**src/rtl/core_ratio_pkg.sv**
```systemverilog
package core_ratio_pkg;
  localparam int unsigned OFF_CTRL     = 'h0;
  localparam int unsigned OFF_STAT     = 'h4;
  localparam int unsigned OFF_DIV      = 'hC;
  localparam int unsigned RELOAD_LSB   = 20;
  localparam int unsigned TRIG_BIT     = 24;
  localparam int unsigned FIELD_STRIDE = 8;
endpackage

```
**src/rtl/core_ratio_regs.sv**
```systemverilog
module core_ratio_regs
  import core_ratio_pkg::*;
#(
  parameter int unsigned N_CORES = 4,
  parameter int unsigned FIELD_W = 6,
  parameter int unsigned DATA_W  = 32,
  parameter int unsigned ADDR_W  = 4
) (
  input  logic                            clk_i,
  input  logic                            rst_ni,
  input  logic                            wr_en_i,
  input  logic [ADDR_W-1:0]               addr_i,
  input  logic [DATA_W-1:0]               wdata_i,
  output logic [DATA_W-1:0]               rdata_o,
  input  logic [N_CORES-1:0]              status_i,
  output logic [N_CORES-1:0][FIELD_W-1:0] staged_o,
  output logic [N_CORES-1:0]              reload_o,
  output logic                            trig_o
);
  logic sel_ctrl, sel_stat, sel_div;
  logic unused_wdata;

  assign sel_ctrl = (addr_i == ADDR_W'(OFF_CTRL));
  assign sel_stat = (addr_i == ADDR_W'(OFF_STAT));
  assign sel_div  = (addr_i == ADDR_W'(OFF_DIV));
  assign unused_wdata = ^wdata_i;

  always_ff @(posedge clk_i or negedge rst_ni) begin
    if (!rst_ni) begin
      reload_o <= '0;
      trig_o   <= 1'b0;
      for (int c = 0; c < N_CORES; c++) staged_o[c] <= FIELD_W'(1);
    end else if (wr_en_i) begin
      if (sel_ctrl) begin
        for (int c = 0; c < N_CORES; c++) reload_o[c] <= wdata_i[RELOAD_LSB + c];
        trig_o <= wdata_i[TRIG_BIT];
      end
      if (sel_div) begin
        for (int c = 0; c < N_CORES; c++)
          staged_o[c] <= wdata_i[FIELD_STRIDE*c +: FIELD_W];
      end
    end
  end

  always_comb begin
    rdata_o = '0;
    if (sel_ctrl) begin
      for (int c = 0; c < N_CORES; c++) rdata_o[RELOAD_LSB + c] = reload_o[c];
      rdata_o[TRIG_BIT] = trig_o;
    end
    if (sel_stat) rdata_o[N_CORES-1:0] = status_i;
    if (sel_div) begin
      for (int c = 0; c < N_CORES; c++) rdata_o[FIELD_STRIDE*c +: FIELD_W] = staged_o[c];
    end
  end
endmodule

```
**src/rtl/core_ratio_div.sv**
```systemverilog
module core_ratio_div #(
  parameter int unsigned FIELD_W   = 6,
  parameter int unsigned MAX_RATIO = 3,
  parameter int unsigned RATIO_W   = $clog2(MAX_RATIO + 1)
) (
  input  logic               clk_i,
  input  logic               rst_ni,
  input  logic               load_i,
  input  logic [FIELD_W-1:0] field_i,
  output logic               en_o,
  output logic               match_o,
  output logic               pend_o,
  output logic [RATIO_W-1:0] ratio_o
);
  logic [RATIO_W-1:0] eff, pend_ratio_q, cnt_q;
  logic               wrap;

  // clamp staged field: 0 -> 1, above max -> max
  always_comb begin
    if (field_i == '0)                       eff = RATIO_W'(1);
    else if (field_i > FIELD_W'(MAX_RATIO))  eff = RATIO_W'(MAX_RATIO);
    else                                     eff = field_i[RATIO_W-1:0];
  end

  assign wrap    = (cnt_q == ratio_o - RATIO_W'(1));
  assign en_o    = wrap;
  assign match_o = (ratio_o == eff);

  always_ff @(posedge clk_i or negedge rst_ni) begin
    if (!rst_ni) begin
      ratio_o      <= RATIO_W'(1);
      cnt_q        <= '0;
      pend_o       <= 1'b0;
      pend_ratio_q <= RATIO_W'(1);
    end else begin
      if (wrap) begin
        cnt_q <= '0;
        if (pend_o) begin
          ratio_o <= pend_ratio_q;
          pend_o  <= 1'b0;
        end
      end else begin
        cnt_q <= cnt_q + RATIO_W'(1);
      end
      if (load_i) begin
        pend_o       <= 1'b1;
        pend_ratio_q <= eff;
      end
    end
  end
endmodule

```
**src/rtl/core_ratio_ctrl.sv**
```systemverilog
module core_ratio_ctrl #(
  parameter int unsigned N_CORES   = 4,
  parameter int unsigned FIELD_W   = 6,
  parameter int unsigned MAX_RATIO = 3,
  parameter int unsigned DATA_W    = 32,
  parameter int unsigned ADDR_W    = 4
) (
  input  logic               clk_i,
  input  logic               rst_ni,
  input  logic               wr_en_i,
  input  logic [ADDR_W-1:0]  addr_i,
  input  logic [DATA_W-1:0]  wdata_i,
  output logic [DATA_W-1:0]  rdata_o,
  output logic [N_CORES-1:0] core_en_o
);
  localparam int unsigned RATIO_W = $clog2(MAX_RATIO + 1);

  logic [N_CORES-1:0][FIELD_W-1:0] staged;
  logic [N_CORES-1:0][RATIO_W-1:0] act_ratio;
  logic [N_CORES-1:0]              reload, status, pend;
  logic                            trig_bit, trig_q, trig_rise;

  core_ratio_regs #(
    .N_CORES(N_CORES), .FIELD_W(FIELD_W), .DATA_W(DATA_W), .ADDR_W(ADDR_W)
  ) u_regs (
    .clk_i    (clk_i),
    .rst_ni   (rst_ni),
    .wr_en_i  (wr_en_i),
    .addr_i   (addr_i),
    .wdata_i  (wdata_i),
    .rdata_o  (rdata_o),
    .status_i (status),
    .staged_o (staged),
    .reload_o (reload),
    .trig_o   (trig_bit)
  );

  // level-held trigger: act only on its 0->1 transition
  always_ff @(posedge clk_i or negedge rst_ni) begin
    if (!rst_ni) trig_q <= 1'b0;
    else         trig_q <= trig_bit;
  end
  assign trig_rise = trig_bit & ~trig_q;

  for (genvar c = 0; c < N_CORES; c++) begin : g_core
    core_ratio_div #(
      .FIELD_W(FIELD_W), .MAX_RATIO(MAX_RATIO), .RATIO_W(RATIO_W)
    ) u_div (
      .clk_i   (clk_i),
      .rst_ni  (rst_ni),
      .load_i  (trig_rise & reload[c]),
      .field_i (staged[c]),
      .en_o    (core_en_o[c]),
      .match_o (status[c]),
      .pend_o  (pend[c]),
      .ratio_o (act_ratio[c])
    );
  end
endmodule

```
**config.mk**
```make
export PLATFORM = sky130hd
export DESIGN_NAME = core_ratio_ctrl
export DESIGN_NICKNAME = d
export VERILOG_FILES = /design/src/rtl/core_ratio_pkg.sv /design/src/rtl/core_ratio_regs.sv /design/src/rtl/core_ratio_div.sv /design/src/rtl/core_ratio_ctrl.sv
export SDC_FILE = /design/constraint.sdc
export NUM_CORES = 1
export LEC_CHECK = 0
export CORE_ASPECT_RATIO = 1.25
export CORE_MARGIN = 5
export CORE_UTILIZATION = 51
export CTS_CLUSTER_DIAMETER = 60
export DETAILED_ROUTE_END_ITERATION = 8
export PLACE_DENSITY_LB_ADDON = 0.12
export SLEW_MARGIN = 20
export SYNTH_ARGS = -nofsm -noshare
export SYNTH_HDL_FRONTEND = slang
export SYNTH_HIERARCHICAL = 1
export SYNTH_SLANG_ARGS = --single-unit
export TNS_END_PERCENT = 5
```
**constraint.sdc**
```tcl
create_clock -name clk_i -period 2.6 [get_ports clk_i]
set_input_delay 0.78 -clock clk_i [delete_from_list [all_inputs] [get_ports clk_i]]
set_output_delay 0.78 -clock clk_i [all_outputs]
set_load 0.05 [all_outputs]
```
=== Word-level counts from Yosys, hierarchy flattened ===
Index checks and enable logic that the tools add are counted.

* Bits in registers: 58
* Latch bits: 0
* RAM bits: 0
* ROM bits: 0
* Input bits: 39
* Output and inout port bits: 36
* Logic and storage cells: 92
* Memories: 0

* Add/subtract/negate cells: 8
* $mul: 0
* Div/mod/pow operators: 0
* Order comparisons: 4
* Equal/unequal tests: 10
* Shifts and indexed selects: 0
* Mux-type cells: 26
* Bitwise gates (word level): 6
* Reduce and logical (&&, ||, !) cells: 15

{| class="wikitable"
|+ Operators with widths
! kind !! number
|-
| greater-than comparator 6 x 2 -> 1 bit, second input constant || 4
|-
| zero test 6 bit || 4
|-
| 2-to-1 mux 2 bit || 12
|-
| 2-to-1 mux 6 bit || 4
|-
| equality test 2 bit || 8
|-
| AND reduction 2 bit || 6
|-
| adder 2 x 1 -> 2 bit, second input constant || 4
|-
| 2-to-1 mux 1 bit || 8
|-
| nonzero test 2 bit || 4
|-
| subtractor 2 x 1 -> 2 bit, second input constant || 4
|-
| AND 1 bit || 5
|-
| 2-to-1 mux 5 bit || 1
|-
| equality test 4 x 3 -> 1 bit, second input constant || 1
|-
| equality test 4 bit, second input constant || 1
|-
| zero test 4 bit || 1
|-
| 2-to-1 mux 4 bit || 1
|-
| NOT 1 bit || 1
|}

=== Depth between registers and ports, before layout ===
Gate-level depths: netlist of the first run.

* Depth in word-level cells: 6
* Depth in mapped cells: 6
* Mapped depth without buffers: 5

=== Modules after synthesis ===
The synthesis of the first run kept the hierarchy.

{| class="wikitable"
|+ Modules (own cells, without submodules)
! module !! times used !! cells an instance !! area each (µm²) !! sequential area each (µm²)
|-
| core_ratio_div || 4 || 45 || 435.4 || 177.7
|-
| core_ratio_regs || 1 || 110 || 1524.0 || 730.7
|-
| core_ratio_ctrl || 1 || 5 || 60.1 || 25.0
|}

=== Worst setup path after synthesis of the first run ===
No wires, ideal clock.

* Path kind: input to output
* Start: in addr_i[3]
* End: out rdata_o[20]
* Data arrival time: 2.276 ns
* Required time: 1.820 ns
* Slack: -0.456 ns
* Cell stages on the path: 4
* Path buffers: 1
* Path through: buf_6 > nor2_1 > a22oi_1 > nor3_1

* Cells in the longest elaborated chain, start to end: 3
* Elaborated cells between the ends (all ways): 4
* Those cells by class: eq/ne (1); mux (2); reduce/logical (1)

{| class="wikitable"
|+ RTL lines
! what !! RTL line !! source
|-
| from (decl) || core_ratio_ctrl.sv:11 || <nowiki>input logic [ADDR_W-1:0] addr_i,</nowiki>
|-
| zero test 4 bit || core_ratio_regs.sv:23 || <nowiki>assign sel_ctrl = (addr_i == ADDR_W'(OFF_CTRL));</nowiki>
|-
| 2-to-1 mux 5 bit || core_ratio_regs.sv:47 || <nowiki>if (sel_ctrl) begin</nowiki>
|-
| 2-to-1 mux 6 bit (*) || core_ratio_regs.sv:52 || <nowiki>if (sel_div) begin</nowiki>
|-
| to (decl) || core_ratio_ctrl.sv:13 || <nowiki>output logic [DATA_W-1:0] rdata_o,</nowiki>
|}

Every way passes the cells marked *; elsewhere a longest branch is shown, timed or not.

=== Final worst setup path of the first run ===
* Start: reg g_core[2].u_div.ratio_o[0]
* End: out rdata_o[2]

* Cells in the longest elaborated chain, start to end: 3

{| class="wikitable"
|+ RTL lines
! what !! RTL line !! source
|-
| from (decl) || core_ratio_div.sv:13 || <nowiki>output logic [RATIO_W-1:0] ratio_o</nowiki>
|-
| from (signal assigned) || core_ratio_div.sv:39 || <nowiki>ratio_o <= pend_ratio_q;</nowiki>
|-
| equality test 2 bit || core_ratio_div.sv:27 || <nowiki>assign match_o = (ratio_o == eff);</nowiki>
|-
| net status[2] || core_ratio_ctrl.sv:20 || <nowiki>logic [N_CORES-1:0] reload, status, pend;</nowiki>
|-
| 2-to-1 mux 4 bit || core_ratio_regs.sv:51 || <nowiki>if (sel_stat) rdata_o[N_CORES-1:0] = status_i;</nowiki>
|-
| 2-to-1 mux 6 bit || core_ratio_regs.sv:52 ||
|}

The timed path passes the listed nets, and every way through them passes these cells.

==> results of run 1 <==
==> where the power goes <==
| group | internal [mW] | switching, mW | leakage [nW] |
|---|---|---|---|
| logic | 0.972 | 0.881 | 1.41 |
| clock network | 0.521 | 0.340 | 0.107 |
| registers | 1.23 | 0.369 | 0.667 |
==> per-layer routing <==
| layer | vias to the layer above | global-route usage |
|---|---|---|
| li1 | 1207 | - |
| met1 | 1248 | 0.2435 |
| met2 | 63 | 0.3290 |
| met3 | 16 | 0.03142 |
| met4 | 0 | 0.08951 |
| met5 | - | 0 |
==> logic make-up (layout without fill, tap and decap cells) <==
family	count (synthesis)	in the layout
AOI/OAI and AO/OA	51	51
xor gates and xnor gates	8	8
buffers and inverters	35	124
DFF	58	58
muxes	41	41
other	1	6
and+or+nand+nor	101	101
==> worst max-delay path, stage by stage (launching register included) <==
cell and delay (ps):
dfstp_2 530, or3b_1 350, mux2_4 280, o21ai_4 70, mux2i_1 110, nor2_2 180, buf_12 160
==> area by class of cell <==
class / instances / area share
Sequential cell: 58 / 0.3083
Clock buffer: 14 / 0.03630
Clock inverter: 2 / 0.007365
Tap cell: 87 / 0.02288
Timing Repair Buffer: 92 / 0.2401
Inverter: 16 / 0.01262
Multi-Input combinational cell: 207 / 0.3724
==> timing repair <==
action	in CTS	in global routing
resized for setup	35	13
pin swaps	5	7
buffers inserted	4	2
gates cloned	0	0
endpoints found under the setup margin	26	21
==> placed cells by master (no fill, tap or decap), types with 8 or more instances in the layout <==
cell type / n
and2_4: 17
and3b_1: 8
buf_12: 30
buf_4: 27
clkbuf_8: 12
clkdlybuf4s50_1: 27
dfrtp_1: 46
dfstp_2: 12
inv_1: 16
mux2_2: 10
mux2_4: 23
nand2_1: 13
nand2b_1: 8
nor2_1: 26
o211ai_1: 8
==> path summary, 6_finish.rpt <==
kind,cells past startpoint,to,start,slack [ps]
worst max-delay path,6,rdata_o[2],g_core[2].u_div/ratio_o[0],-190
worst min-delay path,1,g_core[2].u_div/ratio_o[1],rst_ni,390
worst max register to register,4,g_core[2].u_div/pend_o,g_core[2].u_div/ratio_o[1],1180
worst min register to register,0,trig_q,u_regs/trig_o,500
max in group asynchronous,2,g_core[0].u_div/pend_ratio_q[0],rst_ni,1510
min in group clk_i,0,trig_q,u_regs/trig_o,500
==> registers in the layout, indices dropped and copies added (netlist names) <==
register / count
g_core.u_div/pend_o: 4
g_core.u_div/ratio_o: 8
g_core.u_div/pend_ratio_q: 8
g_core.u_div/cnt_q: 8
u_regs/reload_o: 4
u_regs/staged_o: 24
trig_q: 1
u_regs/trig_o: 1
==> per-stage QoR <==
stage | setup slack (ps) | hold WS, ps | std cells
floorplan | -181.5 | 419.6 | 300
global placement | -264.3 | 490.8 | 454
detailed placement | -265.3 | 484.4 | 454
CTS | -171.2 | 384.7 | 474
global route | -247.2 | 413.0 | 476
finish | -188.5 | 386.5 | 476
==> impl_metrics.py, run 1 <==
metrics = {
    "drt": {
        "vias": 2534,
        "routed.top_layer": "met4",
        "viasPerCell": 5.324,
        "wl_met3_um": 342,
        "drt-wirelength-per-cell_um": 16.01,
        "drc": 0,
        "wl_um": 7621,
        "route.met2.wl_um": 3988,
        "drt.antenna.violating_nets": 0,
        "drt-initial-drc-count": 73,
        "met1_length_um": 3114,
        "drt_pass1_iterations": 4,
    },
    "sta": {
        "drv_slew": 0,
        "finalSetupViolations": 4,
        "period_share": 1.073,
        "min_period_ps": 2789,
        "fin_ws_ps": -188.5,
        "rsz0062_at_grt": "true",
        "tns_ps": -529.4,
        "finClkSkew_ps": 10.24,
        "max_freq_mhz": 358.6,
        "hold_viol": 0,
    },
    "finish": {
        "drive_gt1_frac": 0.4242,
        "fillCellCount": 473,
        "layout.nets": 423,
        "area_growth_pct": 43.04,
        "diodes": 0,
        "utilization": 0.7385,
        "fin_area_um2": 4757,
        "multi_input_area_um2": 1772,
        "register_area_um2": 1466,
    },
    "floorplanning": {
        "initial_utilization": 0.5163,
        "die_h_um": 100.3,
        "dieArea_um2": 8246,
        "ios": 75,
        "core_um2": 6441,
        "rows": 33,
        "die_w_um": 82.23,
    },
    "setup_path": {
        "crit_fanout": 2,
        "required_ps": 1820,
        "cp-start-kind": "flip-flop",
        "cp_data_arrival_time_ps": 2010,
        "critical_path_class": "flip-flop to primary output",
        "cp-end-kind": "primary output",
    },
    "flow_run": {
        "cap_violations": 0,
    },
    "logic_synthesis": {
        "async_reset_ff_frac": 1.000,
        "synth_cell_types": 38,
        "ys_seq_area_frac": 0.4409,
        "synth_area_per_cell_um2": 11.27,
        "synth_ff_type": "dfrtp_1",
        "synth_top_area_frac": 0.3461,
        "synth_top_area_cell": "dfrtp_1",
        "yosysMostFrequentCell": "dfrtp_1",
        "synth-seq-cells": 58,
        "ys_warn_count": 6,
        "synthMuxAreaShare": 0.1629,
        "synth_edf_count": 0,
        "synth_adder_area_share": 0,
        "synthCells": 295,
        "synth_commonest_cells": "dfrtp_1 (46), nor2_1 (30), mux2_4 (20), inv_1 (16), and2_1 (14)",
        "synthTopCellsByArea": "dfrtp_1 (35%), dfstp_2 (9.5%), mux2_4 (9.0%), mux2_2 (4.4%), nor2_1 (3.4%)",
        "synth_compound_area_frac": 0.1061,
        "synth_xor_area_frac": 0.03010,
        "synth_area_um2": 3326,
        "synth_top_family_by_area": "simple AND/OR/NAND/NOR gates",
        "synthSimpleGateAreaFrac": 0.1938,
    },
    "clock_tree": {
        "clk_pin_slew_ps": 70,
        "cts_buffer_depth": 2,
        "root_buffer": "clkbuf_8",
        "cts_sinks": 58,
        "cts_tree": "done",
        "htree_levels": 3,
        "postCtsHoldBufs": 0,
        "clock_latency_ps": 330,
        "numCtsBuffers": 9,
    },
    "pwr": {
        "power.density_nw_per_um2": 906.1,
        "p_leak_nw": 2.179,
        "p_total_mw": 4.310,
        "irDropWorstVdd_mv": 0.5718,
    },
    "global_routing": {
        "grt_pass1_vias": 2564,
        "grt_pass1_wl_um": 12280,
        "antenna_found_initial": 0,
        "grtUsageTotal": 0.1963,
        "grt_overflow": 0,
        "grt_max_degree": 25,
    },
    "placement": {
        "portBuffers": 62,
        "place_congestion": 0.8171,
        "dpl_cell_area_um2": 4410,
        "dp_hpwl_um": 5477,
    },
    "status": {
        "violations": "negative setup slack",
        "status": "finished, violations left",
    },
    "hold_path": {
        "hold_path_class": "input port to async pin",
    },
}
Note: power is estimated with default switching activity, not from simulation.
==> inputs of run 2 (changes only) <==
Settings changed: ABC_AREA set to 1, CORE_UTILIZATION 51 to 50, SLEW_MARGIN 20 to unset.
==> run 2 against run 1 <==
Compared with the run above: the flow still finishes with violations (negative setup slack); final area shrank 0.92%; utilization up 2.1 points; final cell count grew 25%; clock skew down 5.5 ps; first-iteration DRC count up 110%; synthesized area fell by 3.7%; global-route usage increased by 2.9 points; critical path type is now input port to primary output; highest routed layer unchanged.
==> impl_metrics.py, run 2 <==
metrics = {
    "status": {
        "status": "finished, violations left",
        "violations": "negative setup slack",
    },
    "clock_tree": {
        "htree_levels": 3,
        "cts_buffer_depth": 2,
        "numCtsBuffers": 9,
        "clk_pin_slew_ps": 60,
        "postCtsHoldBufs": 0,
        "clock_latency_ps": 340,
        "root_buffer": "clkbuf_8",
        "cts_sinks": 58,
        "cts_tree": "done",
    },
    "pwr": {
        "power.density_nw_per_um2": 922.5,
        "p_leak_nw": 2.299,
        "irDropWorstVdd_mv": 0.7035,
    },
    "floorplanning": {
        "ios": 75,
        "rows": 32,
        "die_h_um": 99.47,
        "initial_utilization": 0.5159,
        "core_um2": 6206,
        "die_w_um": 81.58,
        "dieArea_um2": 8114,
    },
    "sta": {
        "finalSetupViolations": 17,
        "timing.hold.ws_ps": 436.4,
        "rsz0062_at_grt": "true",
        "tns_ps": -281.3,
        "min_period_ps": 2631,
        "period_share": 1.012,
        "fin_ws_ps": -30.71,
        "finClkSkew_ps": 4.713,
        "drv_slew": 0,
        "max_freq_mhz": 380.1,
        "hold_viol": 0,
    },
    "finish": {
        "final_cells": 595,
        "diodes": 0,
        "fin_area_um2": 4713,
        "area_growth_pct": 47.21,
        "drive_gt1_frac": 0.2824,
        "register_area_um2": 1466,
        "top_register": "u_regs/staged_o",
        "largest_reg_flops": 24,
        "layout.nets": 544,
        "fillCellCount": 437,
        "multi_input_area_um2": 1579,
        "layout_common_cells": "nand2_1 (155), inv_1 (49), nand4_1 (49)",
        "final_common_cell": "nand2_1",
    },
    "logic_synthesis": {
        "ys_seq_area_frac": 0.4580,
        "synth_top_area_frac": 0.3595,
        "async_reset_ff_frac": 1.000,
        "synth_edf_count": 0,
        "ys_warn_count": 6,
        "synth_cell_types": 21,
        "synth_commonest_cells": "nand2_1 (161), inv_1 (49), nand4_1 (49), dfrtp_1 (46), nor2_1 (43)",
        "synthCells": 427,
        "synth_ff_type": "dfrtp_1",
        "synth_top_area_cell": "dfrtp_1",
        "synthTopCellsByArea": "dfrtp_1 (36%), nand2_1 (19%), dfstp_2 (9.8%), nand4_1 (9.6%), inv_1 (5.7%)",
        "yosysMostFrequentCell": "nand2_1",
        "synth_area_per_cell_um2": 7.498,
        "synth_area_um2": 3202,
        "synth-seq-cells": 58,
    },
    "drt": {
        "viasPerCell": 5.128,
        "vias": 3051,
        "drt-initial-drc-count": 150,
        "drt_pass1_iterations": 4,
        "wl_um": 8319,
        "drt-wirelength-per-cell_um": 13.98,
        "drc": 0,
        "drt.antenna.violating_nets": 0,
    },
    "global_routing": {
        "grt_pass1_vias": 3017,
        "grtUsageTotal": 0.2249,
        "antenna_found_initial": 0,
        "grt_pass1_wl_um": 14090,
        "grt_overflow": 0,
        "grt_max_degree": 59,
    },
    "setup_path": {
        "critical_path_class": "input port to primary output",
        "crit_fanout": 5,
        "cp-start-kind": "input port",
        "required_ps": 1820,
        "cp_data_arrival_time_ps": 1850,
        "cp-end-kind": "primary output",
    },
    "placement": {
        "dpl_cell_area_um2": 4187,
        "portBuffers": 62,
        "place_congestion": 0.8192,
        "dp_hpwl_um": 5691,
        "placedCellCount": 574,
    },
    "flow_run": {
        "cap_violations": 0,
    },
    "hold_path": {
        "hold_path_class": "input port to async pin",
    },
}
-- run 2: cell count changes in the layout (fill, tap and decap cells not counted), moves of 20 or more --
cell / previous run / this run
inv_1: 16 / 49
mux2_4: 23 / 0
nand2_1: 13 / 155
nand2_2: 0 / 20
nand4_1: 0 / 49
nor2_4: 0 / 20
-- run 2: timing repair --
item / 4_1_cts / 5_1_grt
gates cloned: 1 / 0
endpoints found under the setup margin: 26 / 26
pin swaps: 3 / 3
buffers inserted: 4 / 0
resized for setup: 48 / 12
-- run 2: final cells by class --
type	instances	area share
multi-input combinational	301	0.3350
tap	85	0.02256
clock buffer	11	0.03000
clock inverter	5	0.02655
timing repair buffer	80	0.2299
inverter	55	0.04486
sequential	58	0.3111
-- run 2: where the power goes --
group | internal (mW) | switching (mW)
registers | 1.26 | 0.278
clock network | 0.759 | 0.360
logic | 0.572 | 1.12
total | 2.59 | 1.76
-- run 2: metrics by stage --
stage / worst slack, ps / power, mW / utilization
detailed placement: -260.0 / 3.153 / 0.6746
global route: -70.52 / 4.654 / 0.7595
floorplan: -121.1 / 2.701 / -
global placement: -245.3 / 3.107 / 0.6746
CTS: -19.37 / 4.340 / 0.7536
finish: -30.71 / 4.348 / 0.7595
-- run 2: kinds of logic (layout without fill, tap and decap cells) --
logic type / after synthesis / after routing / synth area share
AOI/OAI and AO/OA: 4 / 4 / 0.01094
buffers and inverters: 73 / 151 / 0.1094
DFF: 58 / 58 / 0.4580
other: 1 / 6 / 0.001171
and+or+nand+nor: 291 / 291 / 0.4205
-- run 2: layer usage --
metal / global-route usage / vias to the layer above / routed length, um
met3: 0.05616 / 11 / 539
li1: - / 1497 / -
met4: 0.08824 / 0 / 127
met5: 0 / - / 0
met2: 0.3720 / 92 / 4289
met1: 0.2788 / 1451 / 3363
-- run 2: worst max-delay path, stage by stage --
cell           delay (ps)
dlygate4sd2_1         260
nor2_4                170
nand2_4               100
bufbuf_16             290
nor2_4                110
buf_12                140
-- run 2: worst paths after layout --
check,from,endpoint,slack (ps),cells after the start
min in group clk_i,u_regs/trig_o,trig_q,440,0
max in group asynchronous,rst_ni,g_core[3].u_div/pend_ratio_q[0],1870,2
min,rst_ni,g_core[1].u_div/pend_o,440,2
max reg2reg,g_core[3].u_div/ratio_o[0],g_core[3].u_div/cnt_q[1],1460,6
max,addr_i[1],rdata_o[17],-30,6
min reg2reg,u_regs/trig_o,trig_q,440,0
==> inputs of run 3 (changes only) <==
Settings changed: CTS_CLUSTER_DIAMETER 60 to 80.
==> results of run 3 <==
Same layout as run 2: the final DEF is identical, and so are final timing and power.
